===== config.mk =====
export PLATFORM = sky130hd
export DESIGN_NAME = twl_pinctl
export DESIGN_NICKNAME = d
export VERILOG_FILES = /design/src/rtl/twl_pkg.sv /design/src/rtl/twl_sync.sv /design/src/rtl/twl_lines.sv /design/src/rtl/twl_readback.sv /design/src/rtl/twl_pinctl.sv
export SDC_FILE = /design/constraint.sdc
export NUM_CORES = 1
export LEC_CHECK = 0
export ABC_AREA = 1
export BUFFER_PORTS_ARGS = -buffer_cell sky130_fd_sc_hd__buf_2
export CAP_MARGIN = 20
export CELL_PAD_IN_SITES_DETAIL_PLACEMENT = 1
export CELL_PAD_IN_SITES_GLOBAL_PLACEMENT = 1
export CORE_MARGIN = 2
export CORE_UTILIZATION = 18
export CTS_CLUSTER_SIZE = 40
export DETAILED_ROUTE_END_ITERATION = 6
export GPL_TIMING_DRIVEN = 0
export PLACE_DENSITY_LB_ADDON = 0.1
export SLEW_MARGIN = 30
export SYNTH_ARGS = -nofsm -noshare
export SYNTH_HDL_FRONTEND = slang
export SYNTH_SLANG_ARGS = --single-unit

===== constraint.sdc =====
create_clock -name clk -period 2.3 [get_ports clk]
set_input_delay 0.115 -clock clk [delete_from_list [all_inputs] [get_ports clk]]
set_output_delay 0.115 -clock clk [all_outputs]
set_load 0.02 [all_outputs]

===== src/rtl/twl_pkg.sv =====
package twl_pkg;
  localparam int unsigned OFF_SET   = 'h0;
  localparam int unsigned OFF_CLR   = 'h4;
  localparam int unsigned LINE_SCL  = 0;
  localparam int unsigned LINE_SDA  = 1;
  localparam int unsigned NUM_LINES = 2;
endpackage


===== src/rtl/twl_sync.sv =====
module twl_sync #(
  parameter int unsigned STAGES  = 2,
  parameter logic        RST_VAL = 1'b1
) (
  input  logic clk,
  input  logic rst,
  input  logic d,
  output logic q
);
  logic [STAGES-1:0] chain;

  generate
    for (genvar i = 0; i < STAGES; i++) begin : g_stage
      always_ff @(posedge clk) begin
        if (rst) chain[i] <= RST_VAL;
        else     chain[i] <= (i == 0) ? d : chain[(i == 0) ? 0 : i-1];
      end
    end
  endgenerate

  assign q = chain[STAGES-1];
endmodule


===== src/rtl/twl_lines.sv =====
module twl_lines #(
  parameter int unsigned LINES = 2
) (
  input  logic             clk,
  input  logic             rst,
  input  logic             set_en,
  input  logic             clr_en,
  input  logic [LINES-1:0] mask,
  output logic [LINES-1:0] state,
  output logic [LINES-1:0] pad_o,
  output logic [LINES-1:0] pad_oe
);
  always_ff @(posedge clk) begin
    if (rst)         state <= '1;
    else if (set_en) state <= state | mask;
    else if (clr_en) state <= state & ~mask;
  end

  generate
    for (genvar i = 0; i < LINES; i++) begin : g_pad
      assign pad_o[i]  = 1'b0;
      assign pad_oe[i] = ~state[i];
    end
  endgenerate
endmodule


===== src/rtl/twl_readback.sv =====
module twl_readback #(
  parameter int unsigned DATA_W = 32
) (
  input  logic              clk,
  input  logic              rst,
  input  logic              rd,
  input  logic              hit,
  input  logic              scl_state,
  input  logic              sda_level,
  output logic [DATA_W-1:0] rdata
);
  logic [DATA_W-1:0] word;

  always_comb begin
    word    = '0;
    word[0] = scl_state;
    word[1] = sda_level;
  end

  always_ff @(posedge clk) begin
    if (rst)     rdata <= '0;
    else if (rd) rdata <= hit ? word : '1;
  end
endmodule


===== src/rtl/twl_pinctl.sv =====
module twl_pinctl
  import twl_pkg::*;
#(
  parameter int unsigned ADDR_W      = 12,
  parameter int unsigned DATA_W      = 32,
  parameter int unsigned SYNC_STAGES = 2
) (
  input  logic              clk,
  input  logic              rst,
  input  logic [ADDR_W-1:0] bus_addr,
  input  logic              bus_wr,
  input  logic [DATA_W-1:0] bus_wdata,
  input  logic              bus_rd,
  output logic [DATA_W-1:0] bus_rdata,
  output logic              scl_o,
  output logic              scl_oe,
  output logic              sda_o,
  output logic              sda_oe,
  input  logic              sda_i
);
  localparam logic [ADDR_W-1:0] A_SET = ADDR_W'(OFF_SET);
  localparam logic [ADDR_W-1:0] A_CLR = ADDR_W'(OFF_CLR);

  logic                 hit_set, hit_clr;
  logic [NUM_LINES-1:0] state, pad_o, pad_oe;
  logic                 sda_sync;
  logic                 unused_wdata;

  assign hit_set      = (bus_addr == A_SET);
  assign hit_clr      = (bus_addr == A_CLR);
  assign unused_wdata = ^bus_wdata[DATA_W-1:NUM_LINES];

  twl_lines #(.LINES(NUM_LINES)) u_lines (
    .clk    (clk),
    .rst    (rst),
    .set_en (bus_wr & hit_set),
    .clr_en (bus_wr & hit_clr),
    .mask   (bus_wdata[NUM_LINES-1:0]),
    .state  (state),
    .pad_o  (pad_o),
    .pad_oe (pad_oe)
  );

  twl_sync #(.STAGES(SYNC_STAGES), .RST_VAL(1'b1)) u_sync (
    .clk (clk),
    .rst (rst),
    .d   (sda_i),
    .q   (sda_sync)
  );

  twl_readback #(.DATA_W(DATA_W)) u_rb (
    .clk       (clk),
    .rst       (rst),
    .rd        (bus_rd),
    .hit       (hit_set),
    .scl_state (state[LINE_SCL]),
    .sda_level (sda_sync),
    .rdata     (bus_rdata)
  );

  assign scl_o  = pad_o[LINE_SCL];
  assign scl_oe = pad_oe[LINE_SCL];
  assign sda_o  = pad_o[LINE_SDA];
  assign sda_oe = pad_oe[LINE_SDA];
endmodule


==> results of run 1 <==
==> worst max-delay path: stages (launching register included) <==
cell and delay (ns):
dfxtp_2 0.64, buf_4 0.19, buf_2 0.16
==> power by group through the flow <==
| stage | logic (uW) | clock network, uW | registers, uW |
|---|---|---|---|
| detailed placement | 178 | 0 | 141 |
| finish | 174 | 111 | 138 |
| floorplan | 115 | 0 | 143 |
| global placement | 176 | 0 | 140 |
| CTS | 178 | 118 | 138 |
| global route | 189 | 126 | 140 |
==> cells in the final DEF, fill, tap and decap left out <==
cell,count
nand3_2,1
dfxtp_2,1
nand3_1,1
nand4_1,2
nand2_1,14
dfxtp_1,6
o211ai_1,1
nor2_1,10
buf_4,31
o21ai_0,2
or2_2,2
buf_2,52
clkbuf_1,1
nor2_4,1
inv_1,9
nor2_2,1
conb_1,2
clkbuf_4,3
==> per-layer routing <==
layer  GRT usage  part of all wire
met5           0                 0
met4     0.03727            0.0054
met3     0.01919              0.11
met2      0.1165              0.45
met1     0.09628              0.43
==> area by class of cell <==
type                    count  area [um^2]
fillers                   418         2131
plain buffers              31        232.7
repair buffers             52        260.3
inverters                   9        33.78
well taps                  44        55.05
multi-input cells          37        172.7
flip-flops and latches      7        141.4
clock buffers               4        26.28
==> how the worst max path moves through the flow <==
stage                                           start             to  slack (ns)  cells after the start
after floorplan           u_rb.rdata[30]$_SDFFE_PP0P_  bus_rdata[10]        1.03                      1
after global placement    u_rb.rdata[30]$_SDFFE_PP0P_  bus_rdata[12]        0.89                      2
after detailed placement  u_rb.rdata[30]$_SDFFE_PP0P_  bus_rdata[30]        0.85                      2
after CTS                 u_rb.rdata[30]$_SDFFE_PP0P_  bus_rdata[30]        0.57                      2
after global routing      u_rb.rdata[30]$_SDFFE_PP0P_  bus_rdata[23]        0.84                      2
final                     u_rb.rdata[30]$_SDFFE_PP0P_  bus_rdata[30]        0.94                      2
==> through the flow <==
| step | cell area [um^2] | hold slack [ns] | instances |
|---|---|---|---|
| floorplan | 579.3 | 0.2188 | 84 |
| global placement | 894.6 | 0.2982 | 180 |
| detailed placement | 894.6 | 0.3040 | 180 |
| CTS | 920.9 | 0.03690 | 184 |
| global route | 922.1 | 0.04247 | 184 |
| finish | 922.1 | 0.04638 | 184 |
==> logic make-up (layout without fill, tap and decap cells) <==
logic type             after synthesis  in the layout
other                                1              2
buffers and inverters               40             96
AO/OA/AOI/OAI                        3              3
AND/OR/NAND/NOR                     32             32
flip-flops                           7              7
==> impl_metrics.tcl, run 1 <==
set metrics [dict create \
    r2r_cells 2 \
    ys_seq_elements 7 \
    r2r_start "u_rb.rdata[30]$_SDFFE_PP0P_" \
    io_pins 85 \
    rsz0062_at_grt "false" \
    hp-class "in2reg" \
    clockRootBuffer "clkbuf_4" \
    drive_above_1_share 0.6571 \
    post-synth-top-count-cell "buf_4" \
    grt_max_degree 32 \
    outcome "finished clean" \
    drt-initial-drc-count 13 \
    relSlewSlack 0.6664 \
    min_to "u_sync.chain[0]$_SDFF_PP1_" \
    period_share 0.5908 \
    routed_wl_um 1475 \
    fmax_ghz 0.7360 \
    core_region_area_um2 3053 \
    synthDistinctLibCells 14 \
    seq_area_frac_synth 0.2435 \
    yosys.area_share.simple 0.2565 \
    path_clk_slew_ns 0.05 \
    powerDensity_nw_per_um2 458.5 \
    period_minus_slack_ns 1.359 \
    tightest_slew_ns 0.5003 \
    synth_top_family_by_area "buffers and inverters" \
    crit_path_end_kind "primary output" \
    synth-main-ff-cell "dfxtp_1" \
    worst_ep_arrival_time_ns 1.24 \
    numCtsBuffers 3 \
    comb_power_share 0.412 \
    syn_avg_cell_area_um2 6.934 \
    route.vias.total 629 \
    cts_tree "yes" \
    clock_latency_ns 0.25 \
    viasPerCell 3.418 \
    required_ns 2.18 \
    finalPower_uw 422.8 \
    start_kind "register" \
    grt_pass1_vias 483 \
    cp_max_fo 31 \
    die_width_um 60.55 \
    start_util 0.1885 \
    synth_area_um2 575.6 \
    setup_viol 0 \
    synth_edf_count 0 \
    r2r_slack_ns 1.41 \
    hp-start "sda_i" \
    grt.total_usage 0.07487 \
    drc 0 \
    grt_overflow_total 0 \
    synth-compound-area-share 0.03043 \
    fin_skew_ns 0.00004810 \
    pwr-share-seq 0.327 \
    drtAntennaViolNets 0 \
    cap_violations 0 \
    power.switching_uw 144.7 \
    synth_xor_xnor_area_share 0 \
    cts_hold_buf 0 \
    placement.io_buffers 52 \
    synth_top_area_cell "buf_4" \
    synth_adder_area_share 0 \
    fin_ws_ns 0.9412 \
    synthCells 83 \
    clock_path_buffers 2 \
    dp_slack_ns 0.8474 \
    ys_warn_count 0 \
    yosysTopAreaCellShare 0.4043 \
    post_cts_buffers 0 \
    htree_levels 1 \
    drt_pass1_iterations 4 \
    synthTopCellsByArea "buf_4, dfxtp_1, nand2_1" \
    netSwitchingFraction 0.3423 \
    yosys-top-cells-count "buf_4, nand2_1, nor2_1" \
    antenna-diode-count 0 \
    area_growth_pct 60.22 \
    place.gp.congestion 0.6351 \
    clockPowerShare 0.262 \
    die_y_um 60.55 \
    power.leakage_uw 0.0005914 \
    cts_sinks 7 \
    p_int_uw 278.1 \
    slew_violations 0 \
    ys_async_sr_fraction 0 \
    rows 20 \
    irDropWorstVdd_mv 0.2082 \
    synth_mux_area_frac 0 \
    fin_util 0.3020 \
    wl_per_cell_um 8.016 \
    die_area_um2 3666 \
    final_net_count 190 \
    crit_type "reg2out" \
    rr_endpoint "u_rb.rdata[30]$_SDFFE_PP0P_" \
    finalHoldViolCount 0 \
    setup_tns_ns 0 \
    holdPathStages 2 \
    cts_resized 0 \
    antenna_found_initial 0 \
    dp_hpwl_um 1259 \
    grt_pass1_wl_um 2090 \
]
(Power assumes the default switching activity.)
==> run 2: changes to the inputs <==
Settings changed: CORE_UTILIZATION 18 to 15.
Clock period 2.3 ns to 1.2 ns, I/O delays scaled along.
==> impl_metrics.tcl, run 2 (same netlist as run 1, synthesis figures left out) <==
set metrics [dict create \
    crit_type "reg2out" \
    powerDensity_nw_per_um2 983.7 \
    hp-class "in2reg" \
    clock_latency_ns 0.23 \
    grt_pass1_wl_um 2228 \
    power.leakage_uw 0.0005995 \
    die_y_um 65.95 \
    final_net_count 190 \
    dp_hpwl_um 1275 \
    period_minus_slack_ns 1.125 \
    antenna-diode-count 0 \
    wl_per_cell_um 7.995 \
    cts_resized 1 \
    start_util 0.1560 \
    die_width_um 65.95 \
    irDropWorstVdd_mv 0.5634 \
    fin_skew_ns 0.002032 \
    area_growth_pct 64.78 \
    die_area_um2 4349 \
    htree_levels 1 \
    cap_violations 0 \
    start_kind "register" \
    rsz0062_at_grt "false" \
    post_cts_buffers 0 \
    crit_path_end_kind "primary output" \
    drive_above_1_share 0.6571 \
    fmax_ghz 0.8887 \
    numCtsBuffers 3 \
    setup_viol 0 \
    outcome "finished clean" \
    setup_tns_ns 0 \
    dpl_cell_area_um2 900.9 \
    core_region_area_um2 3689 \
    layout_commonest_cell "buf_2" \
    slew_violations 0 \
    routed_wl_um 1503 \
    path_clk_slew_ns 0.04 \
    final_area_um2 948.4 \
    grt.total_usage 0.06560 \
    period_share 0.9376 \
    drt-initial-drc-count 7 \
    finalPower_uw 933.0 \
    antenna_found_initial 0 \
    instances_no_fill 188 \
    cts_sinks 7 \
    clockRootBuffer "clkbuf_8" \
    clock_path_buffers 2 \
    cts_tree "yes" \
    mostFrequentLayoutCells "buf_2, buf_4, nand2_1" \
    grt_max_degree 32 \
    drc 0 \
    rows 22 \
    viasPerCell 3.356 \
    fillers 479 \
    cp_max_fo 31 \
    dp.cells 184 \
    cts_hold_buf 0 \
    route.vias.total 631 \
    finalHoldViolCount 0 \
    required_ns 1.14 \
    fin_ws_ns 0.07482 \
    worst_ep_arrival_time_ns 1.07 \
    grt_pass1_vias 536 \
    drt_pass1_iterations 2 \
    io_pins 85 \
    place.gp.congestion 0.6070 \
    placement.io_buffers 52 \
    drtAntennaViolNets 0 \
    dp_slack_ns 0.1149 \
    grt_overflow_total 0 \
]
==> run 2: report_power, final <==
part           leakage, uW  switching, uW  total (uW)  internal [uW]
registers        0.0000585           20.8         265            244
clock network    0.0000228            107         338            230
logic             0.000518            170         331            161
==> run 2: metrics by stage <==
step	utilization	hold WS, ns
finish	0.2571	0.01603
global route	0.2571	0.02650
CTS	0.2571	0.009638
detailed placement	0.2442	0.2466
global placement	0.2442	0.2442
floorplan	-	0.1638
==> run 2: final cells by class <==
cell class                      count  area (um^2)  area share
Inverter                            9        33.78     0.03562
Timing Repair Buffer               52        260.3      0.2744
Buffer                             31        232.7      0.2454
Sequential cell                     7        143.9      0.1517
Clock buffer                        4        45.04     0.04749
Multi-Input combinational cell     37        172.7      0.1821
Tap cell                           48        60.06     0.06332
==> run 2: worst paths after layout <==
| path | start | end | slack (ns) | cells after the start |
|---|---|---|---|---|
| setup / recovery | u_rb.rdata[30]$_SDFFE_PP0P_ | bus_rdata[11] | 0.07 | 2 |
| hold / removal | sda_i | u_sync.chain[0]$_SDFF_PP1_ | 0.02 | 2 |
| setup reg to reg | u_rb.rdata[30]$_SDFFE_PP0P_ | u_rb.rdata[30]$_SDFFE_PP0P_ | 0.43 | 2 |
| hold reg to reg | u_sync.chain[0]$_SDFF_PP1_ | u_sync.q$_SDFF_PP1_ | 0.41 | 1 |
==> run 2: routing by layer <==
metal  vias up  wire length [um]  global-route usage  share of wire
met4         0                 8             0.01531         0.0053
li1        330                 -                   -              -
met3         2               137             0.02555          0.091
met1       274               578             0.06346           0.38
met5         -                 0                   0              0
met2        25               778              0.1288           0.52
==> run 2: critical path, cell delays in order, from the launching register on <==
cell and delay, ns:
dfxtp_4 0.52, buf_4 0.16, buf_2 0.15
==> run 3: changes to the inputs <==
Settings changed: CORE_UTILIZATION 15 to 18.
Clock period 1.2 ns to 1.4 ns, I/O delays scaled along.
==> impl_metrics.tcl, run 3 (same netlist as run 1, synthesis figures left out) <==
set metrics [dict create \
    place.gp.congestion 0.6351 \
    final_net_count 191 \
    wl_per_cell_um 8.070 \
    cp_max_fo 31 \
    pwr-share-seq 0.325 \
    die_area_um2 3666 \
    grt_max_degree 32 \
    crit_path_end_kind "primary output" \
    mostFrequentLayoutCells "buf_2, buf_4, nand2_1" \
    grt_pass1_wl_um 2104 \
    r2r_cells 2 \
    cp-endpoint "bus_rdata[30]" \
    period_minus_slack_ns 1.161 \
    grt_overflow_total 0 \
    die_width_um 60.55 \
    routed_wl_um 1493 \
    final_area_um2 934.6 \
    layout_commonest_cell "buf_2" \
    clockRootBuffer "clkbuf_4" \
    setup_viol 0 \
    cts_tree "yes" \
    route.vias.total 626 \
    rows 20 \
    start_kind "register" \
    start_util 0.1885 \
    power.leakage_uw 0.0005959 \
    area_growth_pct 62.39 \
    required_ns 1.33 \
    htree_levels 1 \
    cts_sinks 7 \
    placement.io_buffers 52 \
    fin_util 0.3061 \
    finalHoldViolCount 0 \
    finalPower_uw 696.0 \
    powerDensity_nw_per_um2 744.6 \
    rr_endpoint "u_rb.rdata[30]$_SDFFE_PP0P_" \
    fin_ws_ns 0.2386 \
    drc 0 \
    worst_ep_arrival_time_ns 1.09 \
    dpl_cell_area_um2 894.6 \
    clockPowerShare 0.262 \
    dp_slack_ns -0.007635 \
    irDropWorstVdd_mv 0.3447 \
    io_pins 85 \
    dp_hpwl_um 1259 \
    cap_violations 0 \
    viasPerCell 3.384 \
    period_share 0.8296 \
    comb_power_share 0.412 \
    path_clk_slew_ns 0.05 \
    numCtsBuffers 3 \
    grt.total_usage 0.07531 \
    fmax_ghz 0.8610 \
    drive_above_1_share 0.6525 \
    p_int_uw 456.8 \
    slew_violations 0 \
    crit_type "reg2out" \
    core_region_area_um2 3053 \
    r2r_start "u_rb.rdata[30]$_SDFFE_PP0P_" \
    clock_path_buffers 2 \
    drt-initial-drc-count 12 \
    netSwitchingFraction 0.3436 \
    fin_skew_ns 0.00004682 \
    hp-class "in2reg" \
    crit_path_start "u_rb.rdata[30]$_SDFFE_PP0P_" \
    drtAntennaViolNets 0 \
    grt_pass1_vias 486 \
    r2r_slack_ns 0.63 \
    die_y_um 60.55 \
    clock_latency_ns 0.25 \
    rsz0062_at_grt "false" \
    antenna_found_initial 0 \
    fillers 415 \
    antenna-diode-count 0 \
    drt_pass1_iterations 2 \
    power.switching_uw 239.2 \
    outcome "finished clean" \
]
## run 3: cell count changes in the layout (fill, tap and decap cells not counted)
cell           delta
clkbuf_8          -3
dlygate4sd3_1     +1
clkbuf_4          +3
## run 3: worst min path at each step
stage                      from                          to  slack (ns)  cells past startpoint
after floorplan           sda_i  u_sync.chain[0]$_SDFF_PP1_        0.17                      1
after global placement    sda_i  u_sync.chain[0]$_SDFF_PP1_        0.25                      2
after detailed placement  sda_i  u_sync.chain[0]$_SDFF_PP1_        0.26                      2
after CTS                   rst  u_sync.chain[0]$_SDFF_PP1_        0.08                      2
after global routing        rst  u_sync.chain[0]$_SDFF_PP1_        0.08                      2
final                       rst  u_sync.chain[0]$_SDFF_PP1_        0.08                      2
## run 3: critical path: stages (launching register included)
cell and delay, ns:
dfxtp_4 0.52, buf_4 0.16, buf_2 0.15
## run 3: metrics by stage
step	TNS [ns]	instances	hold WS, ns
finish	0	185	0.07624
global route	0	185	0.08378
CTS	0	185	0.07689
detailed placement	-0.01038	180	0.2590
global placement	0	180	0.2532
floorplan	0	84	0.1738
## run 3: power by group through the flow
stage / Sequential, uW / Clock (uW) / Combinational (uW)
3_5_place_dp: 231 / 0 / 293
4_1_cts: 227 / 194 / 292
3_3_place_gp: 230 / 0 / 290
6_report: 226 / 183 / 287
2_1_floorplan: 234 / 0 / 188
5_1_grt: 229 / 206 / 311
## run 3: cell type report
| class | instances | area, um^2 | area share |
|---|---|---|---|
| flip-flops and latches | 7 | 143.9 | 0.1539 |
| plain buffers | 31 | 232.7 | 0.2490 |
| inverters | 9 | 33.78 | 0.03614 |
| multi-input cells | 37 | 172.7 | 0.1847 |
| repair buffers | 53 | 270.3 | 0.2892 |
| well taps | 44 | 55.05 | 0.05890 |
| clock buffers | 4 | 26.28 | 0.02811 |
## run 3: timing repair
item	CTS	global route
buffers inserted	0	0
hold buffers	1	0
hold endpoints to repair	1	0
gates resized for setup	1	1
setup endpoints to repair	30	28
## run 3: per-layer routing
metal	part of all wire	vias to the layer above	track usage
met5	0	-	0
met4	0.0054	0	0.03727
met3	0.11	2	0.01919
met2	0.44	32	0.1180
met1	0.44	260	0.09628
li1	-	332	-
